## src/rtl/spi_reg_pkg.sv

```systemverilog
package spi_reg_pkg;
  typedef enum logic [1:0] {
    PH_IDLE = 2'd0,
    PH_CMD  = 2'd1,
    PH_DATA = 2'd2
  } phase_t;
endpackage

```

## src/rtl/spi_sync.sv

```systemverilog
module spi_sync #(
  parameter int W = 3,
  parameter logic [W-1:0] RST_VAL = '0
) (
  input  logic         clk,
  input  logic         rst_n,
  input  logic [W-1:0] din,
  output logic [W-1:0] dout,
  output logic [W-1:0] rise,
  output logic [W-1:0] fall
);
  logic [W-1:0] s1_q, s2_q, s3_q;

  always_ff @(posedge clk or negedge rst_n) begin
    if (!rst_n) begin
      s1_q <= RST_VAL;
      s2_q <= RST_VAL;
      s3_q <= RST_VAL;
    end else begin
      s1_q <= din;
      s2_q <= s1_q;
      s3_q <= s2_q;
    end
  end

  assign dout = s2_q;
  assign rise = s2_q & ~s3_q;
  assign fall = ~s2_q & s3_q;
endmodule

```

## src/rtl/spi_xfer_ctrl.sv

```systemverilog
module spi_xfer_ctrl
  import spi_reg_pkg::*;
#(
  parameter int DATA_W   = 8,
  parameter int ADDR_W   = 6,
  parameter int CLK_REGS = 8
) (
  input  logic              clk,
  input  logic              rst_n,
  input  logic              scl_rise,
  input  logic              scl_fall,
  input  logic              sdi_s,
  input  logic              cs_fall,
  input  logic              cs_rise,
  input  logic              pwr_fail,
  input  logic [DATA_W-1:0] rdata,
  output logic [ADDR_W-1:0] addr,
  output logic [DATA_W-1:0] wdata,
  output logic              we,
  output logic              re,
  output logic              sdo_bit,
  output logic              oe,
  output logic              hold
);
  localparam int BIT_W = $clog2(DATA_W);
  localparam logic [BIT_W-1:0] LAST_BIT = BIT_W'(DATA_W - 1);

  phase_t              phase_q, phase_d;
  logic [BIT_W-1:0]    bit_q, bit_d;
  logic [DATA_W-1:0]   rx_q, rx_d, tx_q, tx_d, wdata_q, wdata_d;
  logic [ADDR_W-1:0]   ptr_q, ptr_d;
  logic                wr_q, wr_d, we_q, we_d, re_q, re_d;
  logic                sdo_q, sdo_d, oe_q, oe_d;
  logic [DATA_W-1:0]   rx_byte;

  assign rx_byte = {rx_q[DATA_W-2:0], sdi_s};

  always_comb begin
    phase_d = phase_q;
    bit_d   = bit_q;
    rx_d    = rx_q;
    tx_d    = tx_q;
    wdata_d = wdata_q;
    ptr_d   = ptr_q;
    wr_d    = wr_q;
    sdo_d   = sdo_q;
    oe_d    = oe_q;
    we_d    = 1'b0;
    re_d    = 1'b0;
    if (pwr_fail) begin
      phase_d = PH_IDLE;
      bit_d   = '0;
      ptr_d   = '0;
      oe_d    = 1'b0;
    end else begin
      if (we_q) ptr_d = ptr_q + 1'b1;
      if (re_q) tx_d = rdata;
      if (cs_fall) begin
        phase_d = PH_CMD;
        bit_d   = '0;
        oe_d    = 1'b0;
      end else if (cs_rise) begin
        phase_d = PH_IDLE;
        oe_d    = 1'b0;
      end else if (phase_q != PH_IDLE) begin
        if (scl_rise) begin
          rx_d  = rx_byte;
          bit_d = (bit_q == LAST_BIT) ? '0 : bit_q + 1'b1;
          if (bit_q == LAST_BIT) begin
            if (phase_q == PH_CMD) begin
              wr_d    = rx_byte[DATA_W-1];
              ptr_d   = rx_byte[ADDR_W-1:0];
              re_d    = ~rx_byte[DATA_W-1];
              phase_d = PH_DATA;
            end else if (wr_q) begin
              we_d    = 1'b1;
              wdata_d = rx_byte;
            end else begin
              ptr_d = ptr_q + 1'b1;
              re_d  = 1'b1;
            end
          end
        end
        if (scl_fall && phase_q == PH_DATA && !wr_q) begin
          sdo_d = tx_q[DATA_W-1];
          tx_d  = {tx_q[DATA_W-2:0], 1'b0};
          oe_d  = 1'b1;
        end
      end
    end
  end

  always_ff @(posedge clk or negedge rst_n) begin
    if (!rst_n) begin
      phase_q <= PH_IDLE;
      bit_q   <= '0;
      rx_q    <= '0;
      tx_q    <= '0;
      wdata_q <= '0;
      ptr_q   <= '0;
      wr_q    <= 1'b0;
      we_q    <= 1'b0;
      re_q    <= 1'b0;
      sdo_q   <= 1'b0;
      oe_q    <= 1'b0;
    end else begin
      phase_q <= phase_d;
      bit_q   <= bit_d;
      rx_q    <= rx_d;
      tx_q    <= tx_d;
      wdata_q <= wdata_d;
      ptr_q   <= ptr_d;
      wr_q    <= wr_d;
      we_q    <= we_d;
      re_q    <= re_d;
      sdo_q   <= sdo_d;
      oe_q    <= oe_d;
    end
  end

  assign addr    = ptr_q;
  assign wdata   = wdata_q;
  assign we      = we_q;
  assign re      = re_q;
  assign sdo_bit = sdo_q;
  assign oe      = oe_q;
  assign hold    = (phase_q == PH_DATA) && (ptr_q < ADDR_W'(CLK_REGS));
endmodule

```

## src/rtl/spi_reg_slave.sv

```systemverilog
module spi_reg_slave #(
  parameter int DATA_W   = 8,
  parameter int ADDR_W   = 6,
  parameter int CLK_REGS = 8
) (
  input  logic              clk,
  input  logic              rst_n,
  input  logic              scl,
  input  logic              sdi,
  input  logic              cs_n,
  input  logic              pwr_fail,
  output logic              sdo,
  output logic              sdo_oe,
  output logic [ADDR_W-1:0] reg_addr,
  output logic [DATA_W-1:0] reg_wdata,
  output logic              reg_we,
  output logic              reg_re,
  input  logic [DATA_W-1:0] reg_rdata,
  output logic              hold_upd
);
  localparam int N_SYNC = 3;
  localparam int IX_CS  = 2;
  localparam int IX_SCL = 1;
  localparam int IX_SDI = 0;

  logic [N_SYNC-1:0] s_dat, s_rise, s_fall;
  logic              oe_int;

  // select resets to "low" so a select held low through reset is no edge
  spi_sync #(.W(N_SYNC), .RST_VAL('0)) u_sync (
    .clk  (clk),
    .rst_n(rst_n),
    .din  ({cs_n, scl, sdi}),
    .dout (s_dat),
    .rise (s_rise),
    .fall (s_fall)
  );

  spi_xfer_ctrl #(.DATA_W(DATA_W), .ADDR_W(ADDR_W), .CLK_REGS(CLK_REGS)) u_ctrl (
    .clk     (clk),
    .rst_n   (rst_n),
    .scl_rise(s_rise[IX_SCL]),
    .scl_fall(s_fall[IX_SCL]),
    .sdi_s   (s_dat[IX_SDI]),
    .cs_fall (s_fall[IX_CS]),
    .cs_rise (s_rise[IX_CS]),
    .pwr_fail(pwr_fail),
    .rdata   (reg_rdata),
    .addr    (reg_addr),
    .wdata   (reg_wdata),
    .we      (reg_we),
    .re      (reg_re),
    .sdo_bit (sdo),
    .oe      (oe_int),
    .hold    (hold_upd)
  );

  assign sdo_oe = oe_int & ~cs_n & ~pwr_fail;
endmodule

```

## config.mk

```make
export PLATFORM = sky130hd
export DESIGN_NAME = spi_reg_slave
export DESIGN_NICKNAME = d
export VERILOG_FILES = /design/src/rtl/spi_reg_pkg.sv /design/src/rtl/spi_sync.sv /design/src/rtl/spi_xfer_ctrl.sv /design/src/rtl/spi_reg_slave.sv
export SDC_FILE = /design/constraint.sdc
export NUM_CORES = 1
export LEC_CHECK = 0
export BUFFER_PORTS_ARGS = -buffer_cell sky130_fd_sc_hd__buf_2
export CAP_MARGIN = 20
export CORE_ASPECT_RATIO = 0.7
export CORE_MARGIN = 2
export CORE_UTILIZATION = 25
export DETAILED_ROUTE_END_ITERATION = 7
export SLEW_MARGIN = 20
export SYNTH_ARGS = -nofsm -noshare
export SYNTH_HDL_FRONTEND = slang
export SYNTH_SLANG_ARGS = --single-unit
```

## constraint.sdc

```tcl
create_clock -name clk -period 5.6 [get_ports clk]
set_input_delay 0.28 -clock clk [delete_from_list [all_inputs] [get_ports clk]]
set_output_delay 0.28 -clock clk [all_outputs]
set_load 0.005 [all_outputs]
```

==> flow_summary.toml <==
[worst_setup_path]
critPathMaxStageDelay_ps = 540
crit_path_end_kind = "flip-flop"
path_max_fanout = 12
r2r_start = "u_ctrl.bit_q[0]"
cp-start-kind = "flip-flop"
worstPathRequired_ps = 5810
crit_top_cell = "ha_1"
critical_path.cell_chain = "ha_1 > ha_1 > and3b_1 > a41oi_1 > or4_1 > a31oi_1"
crit_type = "flip-flop to flip-flop"
crit_path_top_delay_cell = "or4_1"
startpoint = "u_ctrl.bit_q[0]"
worstPathArrival_ps = 2440

[global_route]
antenna_found_initial = 0
grt_pass1_vias = 1654
grt_max_degree = 48
grt_overflow = 0
grtUsageTotal = 0.1130
grt_pass1_wl_um = 8687

[sta]
max_freq_ghz = 0.4477
period_needed_ps = 2234
fin_crit_sh = 0.3989
rsz0062_at_grt = "no"
hold-worst-slack_ps = -23.52
maxSlewHeadroom = 0.5196
hold_viol = 14
final.setup.tns_ps = 0
maxSlewViolCount = 0
finClkSkew_ps = 4.977
worstMarginPinSlew_ps = 717.3
setup-violations-final = 0

[run_status]
violations = "hold timing"
status = "finished with violations"

[route]
antenna_left = 0
drc_errors = 0
viasPerCell = 4.787
drtPass1Iterations = 4
drt_iter0_markers = 111
drt-met1-wl_um = 2623
top_layer_used = "met4"
wl_per_cell_um = 14.68
vias = 1666
routed_wl_um = 5107
wl_met3_um = 307
met2_length_um = 2104

[final_layout]
stdcell_count = 348
final_common_cell = "dfrtp_1"
final_cell_mix = "47 x dfrtp_1, 31 x buf_2, 14 x mux2_2, 10 x inv_1"
final_net_count = 242
drive_gt1_frac = 0.2946
antennaDiodeCount = 0
area_growth_pct = 18.65

[clocking]
cts_setup_buffers = 0
root_buffer = "clkbuf_16"
path_clk_slew_ps = 60
cts_resized = 0
cts_sinks = 47
clock_latency_ps = 290
cts_buffers = 5
cts_tree = "done"
h-tree-depth = 2
cts_max_path_buffers = 2
ctsHoldBuffers = 0

[place]
hpwl_um = 3686
place_inst = 340
portBuffers = 32
routabilityCongestion = 0.8577

[synthesis]
synth_seq_cells = 47
syn-instance-count = 191
ys.flop_type = "dfrtp_1"
yosysSeqAreaShare = 0.5188
synth_edf_count = 0
synthesis.area_sq_um = 2267
synth.net_count = 210
yosysWarnings = 0
avgSynthCellArea_sq_um = 11.87
synthDistinctLibCells = 51
ys_async_sr_fraction = 1.000

[floorplan]
start_util = 0.2540
rows = 29
io_pins = 33
coreArea_sq_um = 8926
fp.dieW_um = 117.8
fp.dieArea_sq_um = 9859
chipHeight_um = 83.68

[run]
drv_cap = 0

[power_and_ir_drop]
ir_worst_vdd_mv = 0.09734
p_leak_nw = 1.273
powerDensity_nw_per_um2 = 270.3

[worst_hold_path]
hold_path.class = "primary input to asynchronous set/reset pin"
critical path: cells and delay by family, from the launching register on:
| family | cells | cell delay, ps |
|---|---|---|
| flops | 1 | 370 |
| fa+ha+maj | 2 | 330 |
| compound gates | 2 | 500 |
| simple gates | 2 | 960 |
layout make-up:
cell class | instances | area [sq um]
well taps | 124 | 155.1
fillers | 941 | 6236
inverters | 10 | 37.54
repair buffers | 32 | 162.7
clock inverters | 2 | 16.27
clock buffers | 6 | 128.9
multi-input cells | 127 | 1013
flip-flops and latches | 47 | 1176
cells by family after synthesis:
family | Yosys count | synth area share
flops | 47 | 0.5188
compound gates | 37 | 0.1336
buf+inv | 17 | 0.03421
simple gates | 65 | 0.1893
fa+ha+maj | 5 | 0.02759
mux | 20 | 0.09658
state kept, by name, summed over array words and instances, names as in the netlist:
name / flops
u_ctrl.sdo_bit: 1
u_ctrl.we: 1
u_ctrl.tx_q: 8
u_ctrl.phase_q: 2
u_ctrl.addr: 6
u_ctrl.rx_q: 7
u_ctrl.re: 1
u_ctrl.wdata: 8
u_ctrl.oe: 1
u_sync.s1_q: 3
u_sync.dout: 3
u_ctrl.bit_q: 3
u_ctrl.wr_q: 1
u_sync.s3_q: 2
synth_stat cells, drive strengths merged, types with 2 or more instances:
| cell | instances | area share |
|---|---|---|
| a211o | 2 | 0.0077 |
| a21boi | 2 | 0.0066 |
| a21o | 2 | 0.0072 |
| a221o | 7 | 0.033 |
| a22oi | 2 | 0.0066 |
| a31oi | 5 | 0.014 |
| a41oi | 3 | 0.012 |
| and2b | 4 | 0.014 |
| and3 | 2 | 0.0055 |
| buf | 4 | 0.012 |
| clkbuf | 3 | 0.0055 |
| dfrtp | 47 | 0.52 |
| ha | 5 | 0.028 |
| inv | 10 | 0.017 |
| mux2 | 15 | 0.075 |
| mux2i | 5 | 0.022 |
| nand2 | 8 | 0.014 |
| nand3 | 9 | 0.025 |
| nor2 | 8 | 0.017 |
| nor2b | 8 | 0.022 |
| nor3 | 8 | 0.023 |
| nor3b | 8 | 0.026 |
| nor4b | 2 | 0.014 |
| o211a | 2 | 0.0088 |
| o21ai | 4 | 0.0088 |
| o221ai | 2 | 0.0077 |
final timing paths:
check                                  end  slack [ps]  cells after the start
max                         u_ctrl.addr[4]        3370                      6
min                         u_ctrl.sdo_bit         -20                      1
max reg2reg                 u_ctrl.addr[4]        3370                      6
min reg2reg                 u_sync.dout[2]         350                      0
max in group asynchronous  u_ctrl.wdata[4]        5200                      1
min in group clk            u_sync.s1_q[0]          90                      1
where the power goes:
group / switching [mW] / internal (mW) / total [mW]
clock: 0.129 / 0.167 / 0.296
combinational: 0.0304 / 0.0268 / 0.0572
sequential: 0.0163 / 0.358 / 0.374
per-layer routing:
layer,global-route usage,vias to the layer above
met2,0.1559,47
met4,0.03943,0
met1,0.1637,834
li1,-,777
met3,0.03757,8
met5,0,-
stage by stage:
step	cell area (sq um)	total power [mW]	worst slack [ps]	utilization
2_1_floorplan	2267	0.4126	3718	-
3_3_place_gp	2542	0.4372	3437	0.2848
3_5_place_dp	2542	0.4379	3365	0.2848
4_1_cts	2688	0.7397	3358	0.3011
5_1_grt	2690	0.7637	3210	0.3014
6_report	2690	0.7271	3366	0.3014
Power figures use the tool's default switching activity.
